File: config.mk
export PLATFORM = sky130hd
export DESIGN_NAME = hbs_slave16
export DESIGN_NICKNAME = d
export VERILOG_FILES = /design/src/rtl/hbs_pkg.sv /design/src/rtl/hbs_sync.sv /design/src/rtl/hbs_lanes.sv /design/src/rtl/hbs_holdoff.sv /design/src/rtl/hbs_slave16.sv
export SDC_FILE = /design/constraint.sdc
export NUM_CORES = 1
export LEC_CHECK = 0
export BUFFER_PORTS_ARGS = -buffer_cell sky130_fd_sc_hd__buf_2
export CORE_MARGIN = 1
export CORE_UTILIZATION = 45
export DETAILED_ROUTE_END_ITERATION = 6
export PLACE_DENSITY = 0.89
export SLEW_MARGIN = 20
export SYNTH_ARGS = -nofsm -noshare
export SYNTH_HDL_FRONTEND = slang
export SYNTH_SLANG_ARGS = --single-unit
File: constraint.sdc
create_clock -name clk -period 2.6 [get_ports clk]
set_input_delay 0.13 -clock clk [delete_from_list [all_inputs] [get_ports clk]]
set_output_delay 0.13 -clock clk [all_outputs]
set_load 0.01 [all_outputs]
File: src/rtl/hbs_pkg.sv
package hbs_pkg;

    typedef enum logic [2:0] {
        ST_IDLE    = 3'd0,
        ST_ARM     = 3'd1,
        ST_ISSUE   = 3'd2,
        ST_MEMWAIT = 3'd3,
        ST_HOLDOFF = 3'd4,
        ST_ACK     = 3'd5,
        ST_RELEASE = 3'd6
    } hbs_state_e;

    localparam logic [1:0] SIZ_LONG  = 2'b00;
    localparam logic [1:0] SIZ_BYTE  = 2'b01;
    localparam logic [1:0] SIZ_WORD  = 2'b10;
    localparam logic [1:0] SIZ_TRIPLE = 2'b11;

    localparam int LANE_W = 16;

endpackage

File: src/rtl/hbs_sync.sv
module hbs_sync #(
    parameter int WIDTH  = 2,
    parameter int STAGES = 2
) (
    input  logic             clk,
    input  logic             rst_n,
    input  logic [WIDTH-1:0] d,
    output logic [WIDTH-1:0] q
);
    logic [WIDTH-1:0] chain [STAGES];

    genvar g;
    generate
        for (g = 0; g < STAGES; g++) begin : g_stage
            if (g == 0) begin : g_first
                always_ff @(posedge clk or negedge rst_n) begin
                    if (!rst_n) chain[0] <= '1;
                    else        chain[0] <= d;
                end
            end else begin : g_next
                always_ff @(posedge clk or negedge rst_n) begin
                    if (!rst_n) chain[g] <= '1;
                    else        chain[g] <= chain[g-1];
                end
            end
        end
    endgenerate

    assign q = chain[STAGES-1];
endmodule

File: src/rtl/hbs_lanes.sv
module hbs_lanes
    import hbs_pkg::*;
(
    input  logic [1:0] siz,
    input  logic       a0,
    output logic [1:0] be
);
    always_comb begin
        unique case (siz)
            SIZ_BYTE:   be = a0 ? 2'b01 : 2'b10;
            SIZ_WORD,
            SIZ_TRIPLE,
            SIZ_LONG:   be = 2'b11;
            default:    be = 2'b11;
        endcase
    end
endmodule

File: src/rtl/hbs_holdoff.sv
module hbs_holdoff #(
    parameter int WAIT_STATES = 2
) (
    input  logic clk,
    input  logic rst_n,
    input  logic load,
    input  logic run,
    output logic done
);
    localparam int WEFF  = (WAIT_STATES < 1) ? 1 : WAIT_STATES;
    localparam int CNT_W = $clog2(WEFF + 1);
    localparam logic [CNT_W-1:0] RELOAD = CNT_W'(WEFF - 1);

    logic [CNT_W-1:0] cnt;

    always_ff @(posedge clk or negedge rst_n) begin
        if (!rst_n)                  cnt <= '0;
        else if (load)               cnt <= RELOAD;
        else if (run && cnt != '0)   cnt <= cnt - 1'b1;
    end

    assign done = (cnt == '0);


    holdoff_range_chk: assert property (@(posedge clk) disable iff (!rst_n)
        cnt <= RELOAD);


    holdoff_count_chk: assert property (@(posedge clk) disable iff (!rst_n)
        (run && !load && cnt != '0) |=> (cnt == $past(cnt) - 1'b1));
endmodule

File: src/rtl/hbs_slave16.sv
module hbs_slave16
    import hbs_pkg::*;
#(
    parameter int ADDR_W      = 16,
    parameter int WAIT_STATES = 2
) (
    input  logic              clk,
    input  logic              rst_n,
    input  logic              cs_n,
    input  logic              as_n,
    input  logic              ds_n,
    input  logic              rw,
    input  logic [1:0]        siz,
    input  logic [ADDR_W-1:0] addr,
    input  logic [15:0]       wr_data,
    output logic [15:0]       rd_data,
    output logic              rd_oe,
    output logic              ack_n,
    output logic              ack_oe,
    output logic              mem_req,
    output logic [ADDR_W-2:0] mem_addr,
    output logic              mem_we,
    output logic [1:0]        mem_be,
    output logic [15:0]       mem_wdata,
    input  logic              mem_rdy,
    input  logic [15:0]       mem_rdata
);
    localparam int WORD_AW = ADDR_W - 1;

    hbs_state_e state_q, state_d;

    logic              as_s, ds_s;
    logic [1:0]        strobe_s;
    logic [1:0]        be_dec;
    logic [WORD_AW-1:0] addr_q;
    logic              rw_q;
    logic [1:0]        be_q;
    logic [15:0]       wdata_q;
    logic [15:0]       rdata_q;
    logic              hold_load, hold_run, hold_done;
    logic              take_addr, take_wdata, take_rdata;

    hbs_sync #(.WIDTH(2), .STAGES(2)) u_sync (
        .clk   (clk),
        .rst_n (rst_n),
        .d     ({as_n, ds_n}),
        .q     (strobe_s)
    );
    assign as_s = strobe_s[1];
    assign ds_s = strobe_s[0];

    hbs_lanes u_lanes (
        .siz (siz),
        .a0  (addr[0]),
        .be  (be_dec)
    );

    hbs_holdoff #(.WAIT_STATES(WAIT_STATES)) u_hold (
        .clk   (clk),
        .rst_n (rst_n),
        .load  (hold_load),
        .run   (hold_run),
        .done  (hold_done)
    );

    // state register
    always_ff @(posedge clk or negedge rst_n) begin
        if (!rst_n) state_q <= ST_IDLE;
        else        state_q <= state_d;
    end

    // next state
    always_comb begin
        state_d = state_q;
        unique case (state_q)
            ST_IDLE:    if (!as_s && !cs_n) state_d = ST_ARM;
            ST_ARM: begin
                if (as_s)       state_d = ST_RELEASE;
                else if (!ds_s) state_d = ST_ISSUE;
            end
            ST_ISSUE:   state_d = ST_MEMWAIT;
            ST_MEMWAIT: if (mem_rdy) state_d = ST_HOLDOFF;
            ST_HOLDOFF: if (hold_done) state_d = ST_ACK;
            ST_ACK:     if (as_s) state_d = ST_RELEASE;
            ST_RELEASE: state_d = ST_IDLE;
            default:    state_d = ST_IDLE;
        endcase
    end

    assign take_addr  = (state_q == ST_IDLE) && !as_s && !cs_n;
    assign take_wdata = (state_q == ST_ARM) && !as_s && !ds_s;
    assign take_rdata = (state_q == ST_MEMWAIT) && mem_rdy;
    assign hold_load  = take_rdata;
    assign hold_run   = (state_q == ST_HOLDOFF);

    // access context
    always_ff @(posedge clk or negedge rst_n) begin
        if (!rst_n) begin
            addr_q  <= '0;
            rw_q    <= 1'b1;
            be_q    <= 2'b00;
            wdata_q <= '0;
            rdata_q <= '0;
        end else begin
            if (take_addr) begin
                addr_q <= addr[ADDR_W-1:1];
                rw_q   <= rw;
                be_q   <= be_dec;
            end
            if (take_wdata) wdata_q <= wr_data;
            if (take_rdata) rdata_q <= mem_rdata;
        end
    end

    // outputs
    always_comb begin
        ack_oe    = 1'b0;
        ack_n     = 1'b1;
        rd_oe     = 1'b0;
        mem_req   = 1'b0;
        unique case (state_q)
            ST_IDLE:    ;
            ST_ARM,
            ST_MEMWAIT,
            ST_RELEASE: ack_oe = 1'b1;
            ST_ISSUE: begin
                ack_oe  = 1'b1;
                mem_req = 1'b1;
            end
            ST_HOLDOFF: begin
                ack_oe = 1'b1;
                rd_oe  = rw_q;
            end
            ST_ACK: begin
                ack_oe = 1'b1;
                ack_n  = 1'b0;
                rd_oe  = rw_q;
            end
            default: ;
        endcase
        rd_data   = rdata_q;
        mem_addr  = addr_q;
        mem_we    = ~rw_q;
        mem_be    = be_q;
        mem_wdata = wdata_q;
    end


    release_high_chk: assert property (@(posedge clk) disable iff (!rst_n)
        $fell(ack_oe) |-> $past(ack_n));


    ack_driven_first_chk: assert property (@(posedge clk) disable iff (!rst_n)
        $fell(ack_n) |-> $past(ack_oe));


    req_single_chk: assert property (@(posedge clk) disable iff (!rst_n)
        mem_req |=> !mem_req);


    be_nonzero_chk: assert property (@(posedge clk) disable iff (!rst_n)
        mem_req |-> (mem_be != 2'b00));


    rd_oe_in_window_chk: assert property (@(posedge clk) disable iff (!rst_n)
        rd_oe |-> ack_oe);


    cs_ignore_chk: assert property (@(posedge clk) disable iff (!rst_n)
        (state_q == ST_IDLE && cs_n) |=> !ack_oe);


    ack_after_ready_chk: assert property (@(posedge clk) disable iff (!rst_n)
        (state_q == ST_MEMWAIT && mem_rdy) |=> ack_n);
endmodule

-- Word-level counts from Yosys, hierarchy flattened
Cells that the tools add are included.
- reductions and logical operators: 19
- multiplexer cells: 15
- equality and inequality tests: 14
- bitwise gates (word level): 1
- add/subtract/negate cells: 1
- operators with widths (cell ; count):
    3-bit 2-to-1 mux ; 6
    3-bit one-hot mux with 6 select lines ; 1
    3-bit equality test, second input constant ; 3
    1-bit logical AND ; 7
    3-bit by 2-bit equality test with 1-bit output, second input constant ; 2
    2-bit 2-to-1 mux ; 3
    2-bit inequality test, second input constant ; 3
    6-bit OR reduction ; 1
    5-bit AND reduction ; 1
    2-bit equality test, second input constant ; 2
    2-bit logical NOT ; 2
    1-bit 2-to-1 mux ; 4
    2-bit one-hot mux with 2 select lines ; 1
    2-bit nonzero test ; 2
    3-bit by 1-bit equality test with 1-bit output, second input constant ; 1
    1-bit logical NOT ; 3
    3-bit logical NOT ; 1
    3-bit by 2-bit inequality test with 1-bit output, second input constant ; 1
    3-bit OR reduction ; 1
    2-bit by 1-bit equality test with 1-bit output, second input constant ; 1
    2-bit by 1-bit inequality test with 1-bit output, second input constant ; 1
    2-bit OR reduction ; 1
    2-bit by 1-bit subtractor with 2-bit output, second input constant ; 1
    1-bit NOT ; 1
- register bits after elaboration: 59
- bits of input ports: 57
- output and inout port bits: 54

-- Depth between registers and ports, before layout
Gate-level depths: netlist of the first run.
- depth after elaboration: 4
- depth in mapped cells: 5
- gate-level depth less buffers: 5

-- Modules after synthesis
A second synthesis of the first run with hierarchy kept.
- cell total of the unflattened synthesis: 158
- area total of the unflattened synthesis: 2488.6 sq um
- modules (own cells, without submodules) (module ; times used ; seq. area each (sq um) ; area each (sq um) ; cells an instance):
    hbs_slave16 ; 1 ; 1327.5 ; 2235.9 ; 139
    hbs_sync ; 1 ; 105.1 ; 120.1 ; 6
    hbs_holdoff ; 1 ; 50.0 ; 116.4 ; 11
    hbs_lanes ; 1 ; 0.0 ; 16.3 ; 2

-- Worst setup path after synthesis of the first run
OpenSTA, ideal clock, no wires.
- kind: register -> register
- from: register state_q[1]
- to: register wdata_q[10], in the netlist mem_wdata[10]
- path slack: 729 ps
- arrival: 1746 ps
- cell stages (with the launch flop): 6
- clock period less this slack: 1871 ps
- cell sequence: dfrtp_1 > or2_4 > or4b_4 > buf_6 > buf_12 > mux2_4
- longest elaborated chain between the ends: 3
- RTL lines (item ; line ; source):
    from (decl) ; hbs_slave16.sv:30 ; hbs_state_e state_q, state_d;
    from (signal assigned) ; hbs_slave16.sv:69 ; else state_q <= state_d;
    3-bit by 1-bit equality test with 1-bit output ; hbs_slave16.sv:91 ; assign take_wdata = (state_q == ST_ARM) && !as_s && !ds_s;
    1-bit logical AND (2 in series) ; hbs_slave16.sv:91 ;
    to (signal assigned) ; hbs_slave16.sv:110 ; if (take_wdata) wdata_q <= wr_data;
    to (decl) ; hbs_slave16.sv:38 ; logic [15:0] wdata_q;
No other way between the ends.
A chain may end at the register's enable or synchronous reset.

-- Worst setup path in the final report of the first run
- from: register state_q[1]
- to: register wdata_q[14], in the netlist mem_wdata[14]
Same word-level chain as after synthesis.

==> results of run 1 <==
-- worst max-delay path: cells and delay by family, from the launching register on --
kind / cells / cell delay [ns]
flops: 1 / 0.45
mux: 1 / 0.35
simple gates: 2 / 0.96
-- synth_stat cells --
cell        n  area (um2)
a21o_1      1        7.51
a22o_1      1        8.76
a2bb2oi_1   1        8.76
a32o_1      1        10.0
and2_1      2        12.5
and2b_1     1        7.51
buf_12      1        20.0
buf_2       1        5.00
buf_6       1        11.3
clkbuf_1    2        7.51
dfrtp_1    54        1350
dfstp_2     5         131
ha_1        1        12.5
inv_1       4        15.0
mux2_2     40         450
mux2_4     10         150
mux2i_1     1        10.0
nand2_1     3        11.3
nand2b_1    1        6.26
nand3_1     2        10.0
nand3b_1    1        7.51
nor2_1      2        7.51
nor2b_1     1        6.26
nor4_4      1        21.3
nor4b_1     1        8.76
o21a_1      2        15.0
o21bai_1    1        7.51
o221ai_1    1        8.76
or2_4       1        8.76
or2b_1      1        7.51
or3b_2      1        8.76
or4b_4      1        13.8
xnor2_1     1        8.76
-- flip-flops by register name (all words and copies together) (netlist names) --
signal / cells
u_sync.q: 2
u_sync.chain: 2
mem_addr: 15
state_q: 3
rd_data: 16
u_hold.cnt: 2
mem_wdata: 16
mem_be: 2
rw_q: 1
-- final cells by class --
type,instances,area (um2)
fill,405,1900
inverter,4,15.0
clock inverter,2,10.0
tap,70,87.6
timing repair buffer,116,603
sequential,59,1480
multi-input combinational,80,836
clock buffer,14,173
-- metal layers --
metal | GRT usage | vias up | wire length [um]
met5 | 0 | - | 0
met4 | 0.0818 | 0 | 57
met3 | 0.0428 | 7 | 239
met2 | 0.267 | 64 | 2100
met1 | 0.204 | 796 | 1850
li1 | - | 767 | -
-- layout by cell type, fill, tap and decap left out, drive strengths merged, types with 2 or more instances in the layout --
master         n
buf          113
dfrtp         54
mux2          50
clkbuf        14
dfstp          5
inv            4
nand2          3
dlygate4sd3    3
nor2           2
nand3          2
o21a           2
and2           2
clkinv         2
-- worst paths after layout --
kind                       depth (start not counted)  slack, ns             to
min in group asynchronous                          2       0.41    mem_addr[6]
max in group asynchronous                          3       1.37   mem_wdata[6]
min                                                2       0.04  mem_wdata[10]
max reg2reg                                        3       0.73  mem_wdata[14]
max                                                3       0.73  mem_wdata[14]
min reg2reg                                        0       0.35    u_sync.q[0]
-- per-stage QoR --
stage	cell area [um2]	hold WS (ns)	setup slack (ns)	std cells
5_1_grt	3210	0.0209	0.668	345
3_3_place_gp	2990	0.236	0.777	326
2_1_floorplan	2380	-0.166	0.729	148
6_report	3210	0.0395	0.730	345
3_5_place_dp	2990	0.236	0.736	326
4_1_cts	3210	0.0206	0.719	345
-- logic make-up after synthesis --
| family | count (synthesis) | synth area share |
|---|---|---|
| multiplexers | 51 | 0.257 |
| XOR/XNOR | 1 | 0.00368 |
| flip-flops | 59 | 0.624 |
| buffers and inverters | 9 | 0.0247 |
| adder cells (fa/ha/maj) | 1 | 0.00526 |
| AND/OR/NAND/NOR | 19 | 0.0579 |
| AO/OA/AOI/OAI | 8 | 0.0279 |
-- timing repair --
item	CTS	global route
hold endpoints to repair	30	0
gates resized for setup	0	0
setup endpoints to repair	0	0
hold buffers	3	0
-- power breakdown --
group          total (W)  switching [W]  internal, W
combinational    0.00144       0.000626     0.000819
clock           0.000740       0.000318     0.000422
sequential       0.00160       0.000245      0.00136
total            0.00379        0.00119      0.00260
==> results.yml, run 1 <==
run_status:
  status: "finished, final reports clean"
setup_path:
  worstPathArrival_ns: 2.06
  critPathKind: "flip-flop to flip-flop"
  startpoint_type: "flip-flop"
  reg2reg_from: "state_q[1]"
  cp.required_ns: 2.79
  slowest_delay_ns: 0.65
  worstPathMaxFanout: 16
  critical-path-slowest-cell: "or4b_4"
  crit_start: "state_q[1]"
  path_cells: "or2_4, or4b_4, mux2_4"
  endpoint_kind: "flip-flop"
flow_run:
  maxCapViolations: 0
synth:
  synth-seq-area-share: 0.624
  synth_warnings: 0
  synth.distinct_cells: 33
  synth.avg_cell_area_um2: 16.1
  postSynthCellCount: 148
  synth_seq_cells: 59
  syn_area_um2: 2380
  synth_nets: 206
timing:
  max_slew_margin: 0.523
  final_max_slew_viol_count: 0
  fmax_mhz: 535
  hold_viol_final: 0
  setup-tns-final_ns: 0
  layout_min_cycle_time_ns: 1.87
  rsz0062_at_grt: "no"
  worstMarginPinSlew_ns: 0.716
  min_period_over_period: 0.719
  skew_ns: 0.00743
  setup_viol: 0
floorplan:
  ios: 111
  dieArea_um2: 5580
  core_area_um2: 5110
  rows: 26
  initial_core_util: 0.465
  die_width_um: 74.7
  die_h_um: 74.7
layout:
  drive_gt1_frac: 0.676
  fin_util: 0.628
  fin_nets: 328
  areaGrowthSynthToFinish_pct: 34.9
  num_antenna_cells: 0
drt:
  ant_nets: 0
  drc: 0
  wire_per_inst_um: 12.3
  drt-pass1-iter-count: 4
  dr.first_iter.drc_count: 54
  vias_per_cell: 4.74
  vias: 1634
  drt_wl_total_um: 4260
clocking:
  cts_tree: "yes"
  clockBufferDepth: 2
  cts-root-buf: "clkbuf_8"
  cts_setup_buffers: 0
  clk_pin_slew_worst_paths_ns: 0.06
  cts_sinks: 59
  cts_made_buffers: 9
  htree_levels: 3
  insertion_delay_ns: 0.32
place:
  io_buffers: 110
  post-dp-hpwl_um: 3110
  gp_congestion: 0.717
min_path:
  hold_path_class: "input port to flip-flop"
  hold_path_startpoint: "wr_data[10]"
global_route:
  grt_max_degree: 35
  grt_usage: 0.164
  grt_first_pass_wirelength_um: 6800
  grt_pass1_vias: 1576
  overflow: 0
  antenna_found_initial: 0
power_and_ir_drop:
  totalPowerFinal_w: 0.00379
  p_leak_nw: 1.61
  ir_drop_mv: 0.562
  pwr_density_cell_nw_per_um2: 1180
Power figures use the tool's default switching activity.
==> run 2: changes to the inputs <==
==> constraint.sdc (replaced) <==
create_clock -name clk -period 1.77 [get_ports clk]
set_input_delay 0.0885 -clock clk [delete_from_list [all_inputs] [get_ports clk]]
set_output_delay 0.0885 -clock clk [all_outputs]
set_load 0.01 [all_outputs]
==> run 2 against run 1 <==
Net effect: non-clock buffer count rose by 54; worst hold slack got worse by 0.020 ns; sequential cell count did not move; setup slack got worse by 0.66 ns; first-iteration DRC count fell by 41%; clock skew fell by 0.0023 ns; via count rose by 14%; critical path type unchanged; critical endpoint is now mem_wdata[12]; largest cell class unchanged; largest power group is now combinational cells.
==> results.yml, run 2 (same netlist as run 1, synthesis figures left out) <==
floorplan:
  die_h_um: 74.7
  rows: 26
  dieArea_um2: 5580
  core_area_um2: 5110
  ios: 111
  die_width_um: 74.7
  initial_core_util: 0.465
place:
  io_buffers: 110
  dp.cells: 333
  post-dp-hpwl_um: 3280
  gp_congestion: 0.755
layout:
  layout_commonest_cell: "buf_2"
  layout_common_cells: "buf_2 (110), dfrtp_1 (54), dlygate4sd3_1 (48)"
  areaGrowthSynthToFinish_pct: 59.7
  layout.cells.non_filler: 399
  fin_nets: 383
  fill_cells: 328
  drive_gt1_frac: 0.593
  num_antenna_cells: 0
drt:
  vias: 1859
  ant_nets: 0
  drc: 0
  wire_per_inst_um: 14.2
  dr.first_iter.drc_count: 32
  drt-pass1-iter-count: 4
  vias_per_cell: 4.66
  drt_wl_total_um: 5650
clocking:
  cts_tree: "yes"
  cts-root-buf: "clkbuf_8"
  htree_levels: 3
  cts_made_buffers: 9
  cts_sinks: 59
  clk_pin_slew_worst_paths_ns: 0.06
  insertion_delay_ns: 0.32
  clockBufferDepth: 2
min_path:
  hold_path_class: "input port to flip-flop"
  hold_path_startpoint: "wr_data[10]"
  worstHoldEndpoint: "mem_wdata[10]"
  holdPathStages: 2
setup_path:
  endpoint_kind: "flip-flop"
  rr_worst_depth: 3
  critPathKind: "flip-flop to flip-flop"
  reg2reg_from: "state_q[2]"
  cp.required_ns: 1.97
  slowest_delay_ns: 0.60
  critical-path-slowest-cell: "or4b_4"
  path_cells: "or2_4, or4b_4, mux2_4"
  worstPathMaxFanout: 8
  r2r_slack_ns: 0.07
  reg2reg_to: "mem_wdata[12]"
  worstPathArrival_ns: 1.90
  startpoint_type: "flip-flop"
global_route:
  overflow: 0
  grt_pass1_vias: 1840
  grt_max_degree: 26
  grt_first_pass_wirelength_um: 8370
  antenna_found_initial: 0
  grt_usage: 0.207
timing:
  worstMarginPinSlew_ns: 0.534
  rsz0062_at_grt: "no"
  layout_min_cycle_time_ns: 1.70
  final_max_slew_viol_count: 0
  min_period_over_period: 0.959
  max_slew_margin: 0.644
  skew_ns: 0.00510
  fmax_mhz: 589
  hold_viol_final: 0
  setup_viol: 0
  setup-tns-final_ns: 0
power_and_ir_drop:
  pwr_density_cell_nw_per_um2: 1550
  ir_drop_mv: 0.845
  p_leak_nw: 1.89
run_status:
  status: "finished, final reports clean"
flow_run:
  maxCapViolations: 0
[run 2: changes by cell type in the layout (fill, tap and decap cells not counted)]
cell / previous run / this run
dlygate4sd3_1: 3 / 48
mux2_4: 10 / 20
clkinv_2: 2 / 3
clkbuf_16: 0 / 1
buf_4: 3 / 9
mux2_2: 40 / 30
or4b_4: 1 / 2
buf_12: 0 / 2
clkbuf_8: 12 / 10
[run 2: routing by layer]
metal,global-route usage,part of all wire,vias up,wire length [um]
met5,0,0,-,0
met4,0.0881,0.0097,0,55
met3,0.0495,0.046,7,258
met2,0.372,0.54,65,3040
met1,0.236,0.41,913,2300
li1,-,-,874,-
[run 2: how the worst max path moves through the flow]
stage / startpoint / endpoint
after detailed placement: state_q[2] / mem_wdata[11]
final: state_q[2] / mem_wdata[12]
after global routing: state_q[2] / mem_wdata[12]
after floorplan: state_q[2] / mem_wdata[10]
after global placement: state_q[2] / mem_wdata[13]
after CTS: state_q[2] / mem_wdata[12]
[run 2: worst max-delay path: cells and delay by family, from the launching register on]
kind | cells | cell delay [ns]
AND/OR/NAND/NOR | 2 | 0.86
flip-flops | 1 | 0.37
multiplexers | 1 | 0.34
[run 2: through the flow]
| stage | hold slack, ns | total power (W) | setup WS [ns] | cell area [um2] | util |
|---|---|---|---|---|---|
| 3_5_place_dp | 0.0962 | 0.00474 | 0.0349 | 3110 | 0.609 |
| 4_1_cts | 0.000802 | 0.00584 | 0.0216 | 3750 | 0.734 |
| 3_3_place_gp | 0.101 | 0.00463 | 0.0669 | 3110 | 0.609 |
| 6_report | 0.0195 | 0.00587 | 0.0726 | 3800 | 0.743 |
| 5_1_grt | 0.00532 | 0.00627 | 0.0365 | 3800 | 0.743 |
| 2_1_floorplan | -0.207 | 0.00376 | -0.0958 | 2420 | - |
[run 2: where the power goes]
group | total (W) | internal (W) | switching [W] | leakage, nW
registers | 0.00236 | 0.00200 | 0.000357 | 0.693
logic | 0.00251 | 0.00145 | 0.00106 | 1.11
clock network | 0.00100 | 0.000531 | 0.000470 | 0.0860
total | 0.00587 | 0.00398 | 0.00189 | 1.89
[run 2: layout make-up]
type / count / area [um2] / area share
timing repair buffer: 170 / 1160 / 0.307
tap: 70 / 87.6 / 0.0231
multi-input combinational: 81 / 887 / 0.234
sequential: 59 / 1480 / 0.391
inverter: 4 / 15.0 / 0.00396
clock inverter: 3 / 15.0 / 0.00396
clock buffer: 12 / 145 / 0.0382
[run 2: timing repair]
| item | in CTS | in global routing |
|---|---|---|
| resized for setup | 0 | 1 |
| hold buffers | 48 | 0 |
| hold endpoints to repair | 69 | 0 |
| setup endpoints to repair | 0 | 18 |
| setup buffers | 0 | 1 |
